===== config.mk =====
export PLATFORM = sky130hd
export DESIGN_NAME = pulse_pair_gen
export DESIGN_NICKNAME = d
export VERILOG_FILES = /design/src/rtl/pulse_pair_pkg.sv /design/src/rtl/pulse_tick_sel.sv /design/src/rtl/pulse_prescaler.sv /design/src/rtl/pulse_phase_core.sv /design/src/rtl/pulse_pair_gen.sv
export SDC_FILE = /design/constraint.sdc
export NUM_CORES = 1
export LEC_CHECK = 0
export ABC_AREA = 0
export ABC_CLOCK_PERIOD_IN_PS = 5600
export BUFFER_PORTS_ARGS = -buffer_cell sky130_fd_sc_hd__buf_2
export CAP_MARGIN = 25
export CORE_MARGIN = 3
export CORE_UTILIZATION = 65
export CTS_BUF_LIST = sky130_fd_sc_hd__clkbuf_16
export CTS_CLUSTER_SIZE = 16
export DETAILED_ROUTE_END_ITERATION = 8
export MAX_ROUTING_LAYER = met4
export PLACE_DENSITY = 0.84
export SETUP_SLACK_MARGIN = 0.3
export SLEW_MARGIN = 20
export SYNTH_ARGS = -nofsm -noshare
export SYNTH_HDL_FRONTEND = slang
export SYNTH_SLANG_ARGS = --single-unit

===== constraint.sdc =====
create_clock -name clk -period 5.6 [get_ports clk]
set_clock_uncertainty 0.1 [all_clocks]
set_input_delay 0.28 -clock clk [delete_from_list [all_inputs] [get_ports clk]]
set_output_delay 0.28 -clock clk [all_outputs]
set_load 0.1 [all_outputs]

===== src/rtl/pulse_pair_pkg.sv =====
package pulse_pair_pkg;
   typedef enum logic [1:0] {
      PAIR_SPLIT = 2'd0,
      PAIR_JOIN  = 2'd1,
      PAIR_PRESC = 2'd2,
      PAIR_ALT   = 2'd3
   } pair_mode_e;
endpackage


===== src/rtl/pulse_tick_sel.sv =====
module pulse_tick_sel #(
   parameter int N_DIV = 5,
   localparam int DIV_W = (N_DIV > 1) ? N_DIV - 1 : 1,
   localparam int SEL_W = $clog2(N_DIV + 1)
) (
   input  logic             clk,
   input  logic             rst_n,
   input  logic [SEL_W-1:0] sel,
   input  logic             slow_tick,
   output logic             tick
);
   initial begin
      assert (N_DIV >= 1 && N_DIV <= 16) else $error("N_DIV out of range");
   end

   logic [DIV_W-1:0] div_q;

   always_ff @(posedge clk or negedge rst_n) begin
      if (!rst_n) div_q <= '0;
      else        div_q <= div_q + 1'b1;
   end

   always_comb begin
      tick = slow_tick;
      for (int k = 0; k < N_DIV; k++) begin
         if (sel == SEL_W'(k))
            tick = &(div_q | ~({DIV_W{1'b1}} >> (DIV_W - k)));
      end
   end

   // a divided tick (ratio >= 2) never repeats on the next cycle
   assert_div_spacing_R4: assert property (@(posedge clk) disable iff (!rst_n)
      (sel != '0 && sel < SEL_W'(N_DIV) && tick) |=> !(tick && $stable(sel)));
endmodule


===== src/rtl/pulse_prescaler.sv =====
module pulse_prescaler #(
   parameter int W = 8
) (
   input  logic         clk,
   input  logic         rst_n,
   input  logic         en,
   input  logic         tick,
   input  logic [W-1:0] reload,
   output logic         strobe
);
   logic [W-1:0] cnt_q;

   always_ff @(posedge clk or negedge rst_n) begin
      if (!rst_n)     cnt_q <= '0;
      else if (!en)   cnt_q <= reload;
      else if (tick)  cnt_q <= (cnt_q == '0) ? reload : cnt_q - 1'b1;
   end

   assign strobe = en && tick && (cnt_q == '0);
endmodule


===== src/rtl/pulse_phase_core.sv =====
module pulse_phase_core #(
   parameter int W = 8
) (
   input  logic         clk,
   input  logic         rst_n,
   input  logic         en,
   input  logic         tick,
   input  logic [W-1:0] lo_val,
   input  logic [W-1:0] hi_val,
   output logic         level,
   output logic         period_end
);
   initial begin
      assert (W >= 2) else $error("counter width too small");
   end

   logic [W-1:0] cnt_q;
   logic         phase_hi_q;
   logic         pend_q;

   always_ff @(posedge clk or negedge rst_n) begin
      if (!rst_n) begin
         cnt_q      <= '0;
         phase_hi_q <= 1'b0;
         pend_q     <= 1'b0;
      end else if (!en) begin
         cnt_q      <= lo_val;
         phase_hi_q <= 1'b0;
         pend_q     <= 1'b0;
      end else begin
         pend_q <= tick && (cnt_q == '0) && phase_hi_q;
         if (tick) begin
            if (cnt_q == '0) begin
               phase_hi_q <= ~phase_hi_q;
               cnt_q      <= phase_hi_q ? lo_val : hi_val;
            end else begin
               cnt_q <= cnt_q - 1'b1;
            end
         end
      end
   end

   assign level      = phase_hi_q;
   assign period_end = pend_q;

   // disabled generator is low on the next cycle
   assert_idle_low_R2: assert property (@(posedge clk) disable iff (!rst_n)
      !en |=> !level);
   // phase only flips on a count tick while running
   assert_flip_on_tick_R3: assert property (@(posedge clk) disable iff (!rst_n)
      (en && $past(en) && (level != $past(level))) |-> $past(tick));
   // strobe only when the output just fell
   assert_end_on_fall_R8: assert property (@(posedge clk) disable iff (!rst_n)
      period_end |-> (!level && $past(level)));
endmodule


===== src/rtl/pulse_pair_gen.sv =====
module pulse_pair_gen
   import pulse_pair_pkg::*;
#(
   parameter int BYTE_W = 8,
   parameter int N_DIV  = 5,
   localparam int SEL_W  = $clog2(N_DIV + 1),
   localparam int WIDE_W = 2 * BYTE_W
) (
   input  logic              clk,
   input  logic              rst_n,
   input  logic [1:0]        mode,
   input  logic [SEL_W-1:0]  clk_sel,
   input  logic              slow_tick,
   input  logic [1:0]        ch_en,
   input  logic              wr_en,
   input  logic [1:0]        wr_addr,
   input  logic [BYTE_W-1:0] wr_data,
   output logic [1:0]        pulse_out,
   output logic [1:0]        period_end
);
   pair_mode_e mode_e;
   assign mode_e = pair_mode_e'(mode);

   logic split_m, join_m, presc_m;
   assign join_m  = (mode_e == PAIR_JOIN);
   assign presc_m = (mode_e == PAIR_PRESC);
   assign split_m = !join_m && !presc_m;

   logic [BYTE_W-1:0] lo_q [2];
   logic [BYTE_W-1:0] hi_q [2];

   for (genvar c = 0; c < 2; c++) begin : g_regs
      always_ff @(posedge clk or negedge rst_n) begin
         if (!rst_n) begin
            lo_q[c] <= '0;
            hi_q[c] <= '0;
         end else if (wr_en && wr_addr[1] == c[0]) begin
            if (wr_addr[0]) hi_q[c] <= wr_data;
            else            lo_q[c] <= wr_data;
         end
      end
   end

   logic tick;
   pulse_tick_sel #(.N_DIV(N_DIV)) u_tick (
      .clk(clk), .rst_n(rst_n), .sel(clk_sel), .slow_tick(slow_tick), .tick(tick));

   logic pre_strobe;
   pulse_prescaler #(.W(BYTE_W)) u_pre (
      .clk(clk), .rst_n(rst_n), .en(presc_m && ch_en[0]), .tick(tick),
      .reload(lo_q[0]), .strobe(pre_strobe));

   logic [1:0] nar_lvl, nar_end, nar_en, nar_tick;
   assign nar_en[0]   = split_m && ch_en[0];
   assign nar_en[1]   = (split_m && ch_en[1]) || (presc_m && ch_en[0]);
   assign nar_tick[0] = tick;
   assign nar_tick[1] = presc_m ? pre_strobe : tick;

   for (genvar c = 0; c < 2; c++) begin : g_narrow
      pulse_phase_core #(.W(BYTE_W)) u_core (
         .clk(clk), .rst_n(rst_n), .en(nar_en[c]), .tick(nar_tick[c]),
         .lo_val(lo_q[c]), .hi_val(hi_q[c]),
         .level(nar_lvl[c]), .period_end(nar_end[c]));
   end

   logic wide_lvl, wide_end;
   pulse_phase_core #(.W(WIDE_W)) u_wide (
      .clk(clk), .rst_n(rst_n), .en(join_m && ch_en[0]), .tick(tick),
      .lo_val({lo_q[1], lo_q[0]}), .hi_val({hi_q[1], hi_q[0]}),
      .level(wide_lvl), .period_end(wide_end));

   always_comb begin
      if (join_m) begin
         pulse_out  = {1'b0, wide_lvl};
         period_end = {1'b0, wide_end};
      end else if (presc_m) begin
         pulse_out  = {1'b0, nar_lvl[1]};
         period_end = {1'b0, nar_end[1]};
      end else begin
         pulse_out  = nar_lvl;
         period_end = nar_end;
      end
   end
endmodule


==> key figures, run 1 <==
Logic synthesis
  – Ys async rst share: 100.0%
  – Synth cell types: 64
  – Syn nets: 559
  – Register bit total from synthesis: 82
  – Mean post-synth cell area: 9.750 sq um
  – Synth Cell Area: 5129 sq um
  – Yosys warns: 0
  – Post-synthesis sequential area ratio: 40.01%
  – Ys flop type: dfrtp_1
  – Cells after Synth: 526
  – EDFF count, synth: 0

Clocking
  – Clock transition at the registers of the reported paths: 70 ps
  – H-tree levels: 3
  – Num CTS Buffers: 9
  – CTS tree: built
  – Clock root cell: clkbuf_16
  – Worst-Skew Late Latency: 350 ps
  – Cells resized by post-CTS repair: 0
  – Clock net sink count: 82
  – Max Root-Sink Buffers: 2
  – Hold_buf cts: 0
  – Post-CTS setup buffer count: 0

Detailed routing
  – Post-DRT Antenna Nets: 0
  – DRC: 0
  – Violation count after the first detailed-route iteration: 391
  – DR vias: 4350
  – Wire per inst: 20.58 um
  – DR pass1 iterations: 5
  – Vias per cell: 6.765
  – Detailed-route wire length: 13230 um

Setup path
  – Worst R2R Setup Slack: 2670 ps
  – Critical path class: flop to flop
  – Critical Path Slowest Stage Cell: and4_1
  – Crit-path max cell delay: 970 ps
  – Crit-path cells: nor4_1 -> and4_1 -> o21ai_0 -> xnor2_1 -> nor2_1
  – CP Data Required Time: 5710 ps
  – CP Launch Type: flop
  – Critical Path Sink Type: flop
  – Worst Path Max Fanout: 25
  – Arrival @ worst endpoint: 3040 ps

Flow run
  – MaxCap Viol Count: 0

Die
  – Top Ports: 25
  – Num rows: 31
  – Height of the die: 94.83 um
  – Core box area: 7447 sq um
  – Die width: 94.83 um
  – Starting Density: 68.87%
  – Die area: 8992 sq um

Pwr
  – Worst vdd ir: 0.0002810 V
  – Comb power frac: 23.3%
  – Int Power: 1250 uW
  – Switching share of power: 34.62%
  – Clk pwr share: 32.2%
  – Leak pwr: 0.002246 uW
  – Pwr dens: 344.8 nW/um^2
  – Psw: 661.8 uW
  – Sequential fraction of design power: 44.5%
  – Total design power: 1912 uW

STA
  – Setup TNS: 0 ps
  – Fmax: 341.2 MHz
  – Max-slew violations: 0
  – Worst-Margin Slew: 971.5 ps
  – Final Hold Vio Count: 0
  – Crit share post-route: 52.34%
  – Unrepaired setup endpoints after global routing: no
  – Post-route minimum period: 2931 ps
  – Final setup vio count: 0
  – Max_slew headroom: 35.23%

Global route
  – Total Routing Usage GR: 32.22%
  – Global-route wire length before repair: 21510 um
  – Number of global-route vias before repair: 4310
  – Initial antenna violation count: 0
  – GR Overflow Total: 0
  – Largest net degree at the start of global routing: 83

Cells and area
  – Area growth syn-to-layout: 8.100%
  – Layout cells sized above 1: 17.65%
  – Antenna cells: 0
  – FILL cells: 534
  – Final net count: 572

Place
  – Hpwl dp: 8719 um
  – # port buffers: 24
  – RePlAce Congestion: 0.8623

Outcome
  – Status: completed

Worst hold path
  – Worst min path class: primary input to flop
==> through the flow <==
stage                     cells  hold WS, ps  util [%]  cell area, sq um  setup WS [ps]
after floorplan             526       -115.6         -              5129           2291
after global placement      626        372.6     70.23              5230           2918
after CTS                   642        66.00     74.26              5530           2697
after global routing        643        124.9     74.45              5544           2445
final                       643        114.4     74.45              5544           2669
after detailed placement    626        370.9     70.23              5230           2735
==> worst max-delay path, delay by kind of cell (launching register included) <==
kind | cells | cell delay, ps
xor+xnor | 1 | 220
compound gates | 1 | 330
flops | 1 | 440
simple gates | 3 | 1710
==> final timing paths <==
path	start	to	depth (start not counted)
max	u_wide.cnt_q[11]	u_wide.level	5
min	wr_data[6]	lo_q[14]	3
max reg2reg	u_wide.cnt_q[11]	u_wide.level	5
min reg2reg	u_tick.div_q[3]	u_tick.div_q[3]	1
max in group asynchronous	rst_n	g_narrow[0].u_core.cnt_q[4]	2
min in group asynchronous	rst_n	u_wide.cnt_q[1]	2
==> flip-flops by register name, indices dropped and copies added (netlist names) <==
signal and count:
u_pre.cnt_q 8, g_narrow.u_core.period_end 2, u_wide.cnt_q 16, u_wide.period_end 1, u_wide.level 1, hi_q 16, g_narrow.u_core.level 2, u_tick.div_q 4
lo_q 16, g_narrow.u_core.cnt_q 16
==> layer usage <==
metal / vias to the layer above / track usage [%] / part of all wire (%)
li1: 1979 / - / -
met1: 2128 / 41.56 / 42
met2: 196 / 49.38 / 47
met3: 47 / 7.729 / 7.4
met4: 0 / 12.26 / 3.5
met5: - / - / 0
==> final cells by class <==
class / count / area [sq um] / area share, %
clock buffers: 9 / 225.2 / 4.062
clock inverters: 7 / 75.07 / 1.354
inverters: 22 / 82.58 / 1.490
multi-input cells: 396 / 2826 / 50.98
flip-flops and latches: 82 / 2052 / 37.01
well taps: 99 / 123.9 / 2.234
repair buffers: 28 / 158.9 / 2.866
==> cell usage in the layout (no fill, tap or decap), drive strengths merged, types with 19 or more instances in the layout <==
master	instances
a21oi	25
buf	27
dfrtp	82
inv	25
mux2	32
mux2i	35
nand2	47
nor2	39
nor3	19
o21ai	30
==> logic make-up after synthesis <==
family | share of synthesized area, %
adders and majority gates | 2.927
DFF | 40.01
and+or+nand+nor | 16.47
AOI/OAI and AO/OA | 19.13
xor gates and xnor gates | 2.732
muxes | 13.86
buffers and inverters | 4.879
==> power by group through the flow <==
stage / clock network, uW / logic, uW / registers, uW
global placement: 0 / 412 / 842
finish: 615 / 446 / 851
floorplan: 0 / 345 / 799
CTS: 617 / 442 / 842
detailed placement: 0 / 433 / 849
global route: 650 / 491 / 861
==> Yosys cell counts (all sizes together), types with 3 or more instances <==
library cell,instances,area share [%]
dfrtp,82,40
nand2,47,3.4
nor2,39,2.9
mux2i,35,6.8
mux2,32,7.0
o21ai,30,3.0
a21oi,25,2.4
inv,22,1.6
nor3,19,2.0
a31oi,16,2.6
clkbuf,14,1.0
xnor2,13,2.2
buf,12,2.2
ha,12,2.9
o211ai,12,2.2
nor3b,10,1.6
nor4,10,1.3
nand3,8,0.98
o31ai,7,1.1
nand4,6,0.73
a211oi,5,0.83
o22ai,5,0.61
a211o,4,0.68
a21o,4,0.59
a22oi,4,0.59
a32oi,4,0.68
nand3b,4,0.59
nor2b,4,0.49
or4,4,0.59
a22o,3,0.51
nand2b,3,0.37
xor2,3,0.51
No activity file was read; power rests on OpenSTA's default activity.
==> run 2: changes to the inputs <==
--- a/config.mk
+++ b/config.mk
@@ -6,16 +6,16 @@
 export NUM_CORES = 1
 export LEC_CHECK = 0
 export ABC_AREA = 0
-export ABC_CLOCK_PERIOD_IN_PS = 5600
+export ABC_CLOCK_PERIOD_IN_PS = 2900
 export BUFFER_PORTS_ARGS = -buffer_cell sky130_fd_sc_hd__buf_2
 export CAP_MARGIN = 25
 export CORE_MARGIN = 3
-export CORE_UTILIZATION = 65
+export CORE_UTILIZATION = 62
 export CTS_BUF_LIST = sky130_fd_sc_hd__clkbuf_16
 export CTS_CLUSTER_SIZE = 16
 export DETAILED_ROUTE_END_ITERATION = 8
 export MAX_ROUTING_LAYER = met4
-export PLACE_DENSITY = 0.84
+export PLACE_DENSITY = 0.8
 export SETUP_SLACK_MARGIN = 0.3
 export SLEW_MARGIN = 20
 export SYNTH_ARGS = -nofsm -noshare
==> constraint.sdc (replaced) <==
create_clock -name clk -period 2.9 [get_ports clk]
set_clock_uncertainty 0.1 [all_clocks]
set_input_delay 0.145 -clock clk [delete_from_list [all_inputs] [get_ports clk]]
set_output_delay 0.145 -clock clk [all_outputs]
set_load 0.1 [all_outputs]
==> run 2 against run 1 <==
Against the previous run: count of clock-buffer cells in the layout did not move; largest cell class unchanged; power up 100%; critical path depth increased by 3.
==> key figures, run 2 (synthesized netlist as in run 1, its figures left out) <==
Cells and area
  – FILL cells: 562
  – Final net count: 583
  – Final Instance Area: 5692 sq um
  – Area growth syn-to-layout: 10.98%
  – Most frequent cells in the layout: dfrtp_1, nand2_1, nor2_1
  – Most common cell after layout, fill and taps aside: dfrtp_1
  – Finished Core Util: 72.16%
  – Final non-filler cell total: 657
  – Layout cells sized above 1: 19.28%
  – Antenna cells: 0

Pwr
  – Pwr dens: 674.2 nW/um^2
  – Psw: 1245 uW
  – Leak pwr: 0.002329 uW
  – Int Power: 2592 uW
  – Worst vdd ir: 0.0004163 V
  – Comb power frac: 22.9%
  – Switching share of power: 32.45%
  – Sequential fraction of design power: 42.7%
  – Clk pwr share: 34.4%
  – Total design power: 3837 uW

Setup path
  – CP Launch Type: flop
  – Arrival @ worst endpoint: 2600 ps
  – CP Data Required Time: 3040 ps
  – Worst Path Max Fanout: 16
  – Critical Path Sink Type: flop
  – Crit path launch: u_tick.div_q[0]
  – Reg-to-Reg Start: u_tick.div_q[0]
  – Critical path class: flop to flop

Clocking
  – Post-CTS setup buffer count: 0
  – Clock root cell: clkbuf_16
  – H-tree levels: 3
  – Clock transition at the registers of the reported paths: 70 ps
  – CTS tree: built
  – Clock net sink count: 82
  – Worst-Skew Late Latency: 340 ps
  – Num CTS Buffers: 9
  – Max Root-Sink Buffers: 2

Die
  – Die area: 9399 sq um
  – Core box area: 7888 sq um
  – Die width: 96.95 um
  – Num rows: 32
  – Starting Density: 65.02%
  – Height of the die: 96.95 um
  – Top Ports: 25

Outcome
  – Status: completed

Global route
  – GR Overflow Total: 0
  – Total Routing Usage GR: 29.77%
  – Global-route wire length before repair: 22230 um
  – Number of global-route vias before repair: 4326
  – Largest net degree at the start of global routing: 83
  – Initial antenna violation count: 0

Detailed routing
  – Violation count after the first detailed-route iteration: 319
  – Vias per cell: 6.718
  – Post-DRT Antenna Nets: 0
  – DRC: 0
  – Detailed-route wire length: 13370 um
  – DR pass1 iterations: 5
  – DR vias: 4414
  – Wire per inst: 20.34 um

Place
  – Placed instance count: 638
  – Dpl cell area: 5306 sq um
  – # port buffers: 24
  – Hpwl dp: 9104 um
  – RePlAce Congestion: 0.8942

STA
  – Crit share post-route: 84.90%
  – Max_slew headroom: 36.95%
  – Worst-Margin Slew: 945.8 ps
  – Unrepaired setup endpoints after global routing: no
  – Final Hold Vio Count: 0
  – Max-slew violations: 0
  – Final setup vio count: 0
  – Hold WS: 8.445 ps
  – Post-route minimum period: 2462 ps
  – Fmax: 406.2 MHz

Worst hold path
  – Worst Min Path Start: wr_data[4]
  – Worst min path class: primary input to flop

Flow run
  – MaxCap Viol Count: 0
[run 2: final timing paths]
path	end	slack, ps	cells after the start
min in group asynchronous	g_narrow[1].u_core.cnt_q[0]	320	2
worst max register to register	g_narrow[1].u_core.cnt_q[5]	440	8
worst max-delay path	g_narrow[1].u_core.cnt_q[5]	440	8
worst min-delay path	lo_q[12]	8	3
max in group asynchronous	g_narrow[0].u_core.cnt_q[2]	1850	2
worst min register to register	u_tick.div_q[0]	380	1
[run 2: area by class of cell]
| cell class | instances | area (sq um) | area share [%] |
|---|---|---|---|
| sequential | 82 | 2052 | 36.05 |
| clock inverter | 7 | 116.4 | 2.044 |
| timing repair buffer | 39 | 246.5 | 4.331 |
| clock buffer | 9 | 225.2 | 3.957 |
| inverter | 22 | 82.58 | 1.451 |
| tap | 102 | 127.6 | 2.242 |
| multi-input combinational | 396 | 2841 | 49.92 |
[run 2: metrics by stage]
stage	TNS, ps	worst slack [ps]
2_1_floorplan	-108.6	-108.6
3_3_place_gp	0	403.6
3_5_place_dp	0	287.7
4_1_cts	0	441.9
5_1_grt	0	311.3
6_report	0	437.9
[run 2: routing by layer]
layer / GRT usage (%) / share of wire [%]
met5: - / 0
met4: 8.531 / 2.1
met3: 5.984 / 8.2
met2: 45.86 / 46
met1: 40.24 / 44
[run 2: power groups by stage]
stage / Combinational (uW) / Clock (uW) / Sequential [uW]
4_1_cts: 868 / 1330 / 1620
2_1_floorplan: 666 / 0 / 1540
3_3_place_gp: 812 / 0 / 1630
3_5_place_dp: 853 / 0 / 1640
5_1_grt: 973 / 1390 / 1670
6_report: 879 / 1320 / 1640
[run 2: critical path, cell delays in order, from the launching register on]
cell and delay, ps:
dfrtp_1 410, ha_1 240, ha_1 190, mux2i_1 220, a221oi_4 100, buf_4 210, o21ai_4 390, o21ai_0 250
a22oi_1 260
[run 2: what timing repair did]
| item | CTS | global route |
|---|---|---|
| resized for setup | 2 | 0 |
| hold buffers | 3 | 0 |
| pin swaps | 0 | 1 |
| setup endpoints to repair | 6 | 1 |
| endpoints found under the hold margin | 87 | 0 |
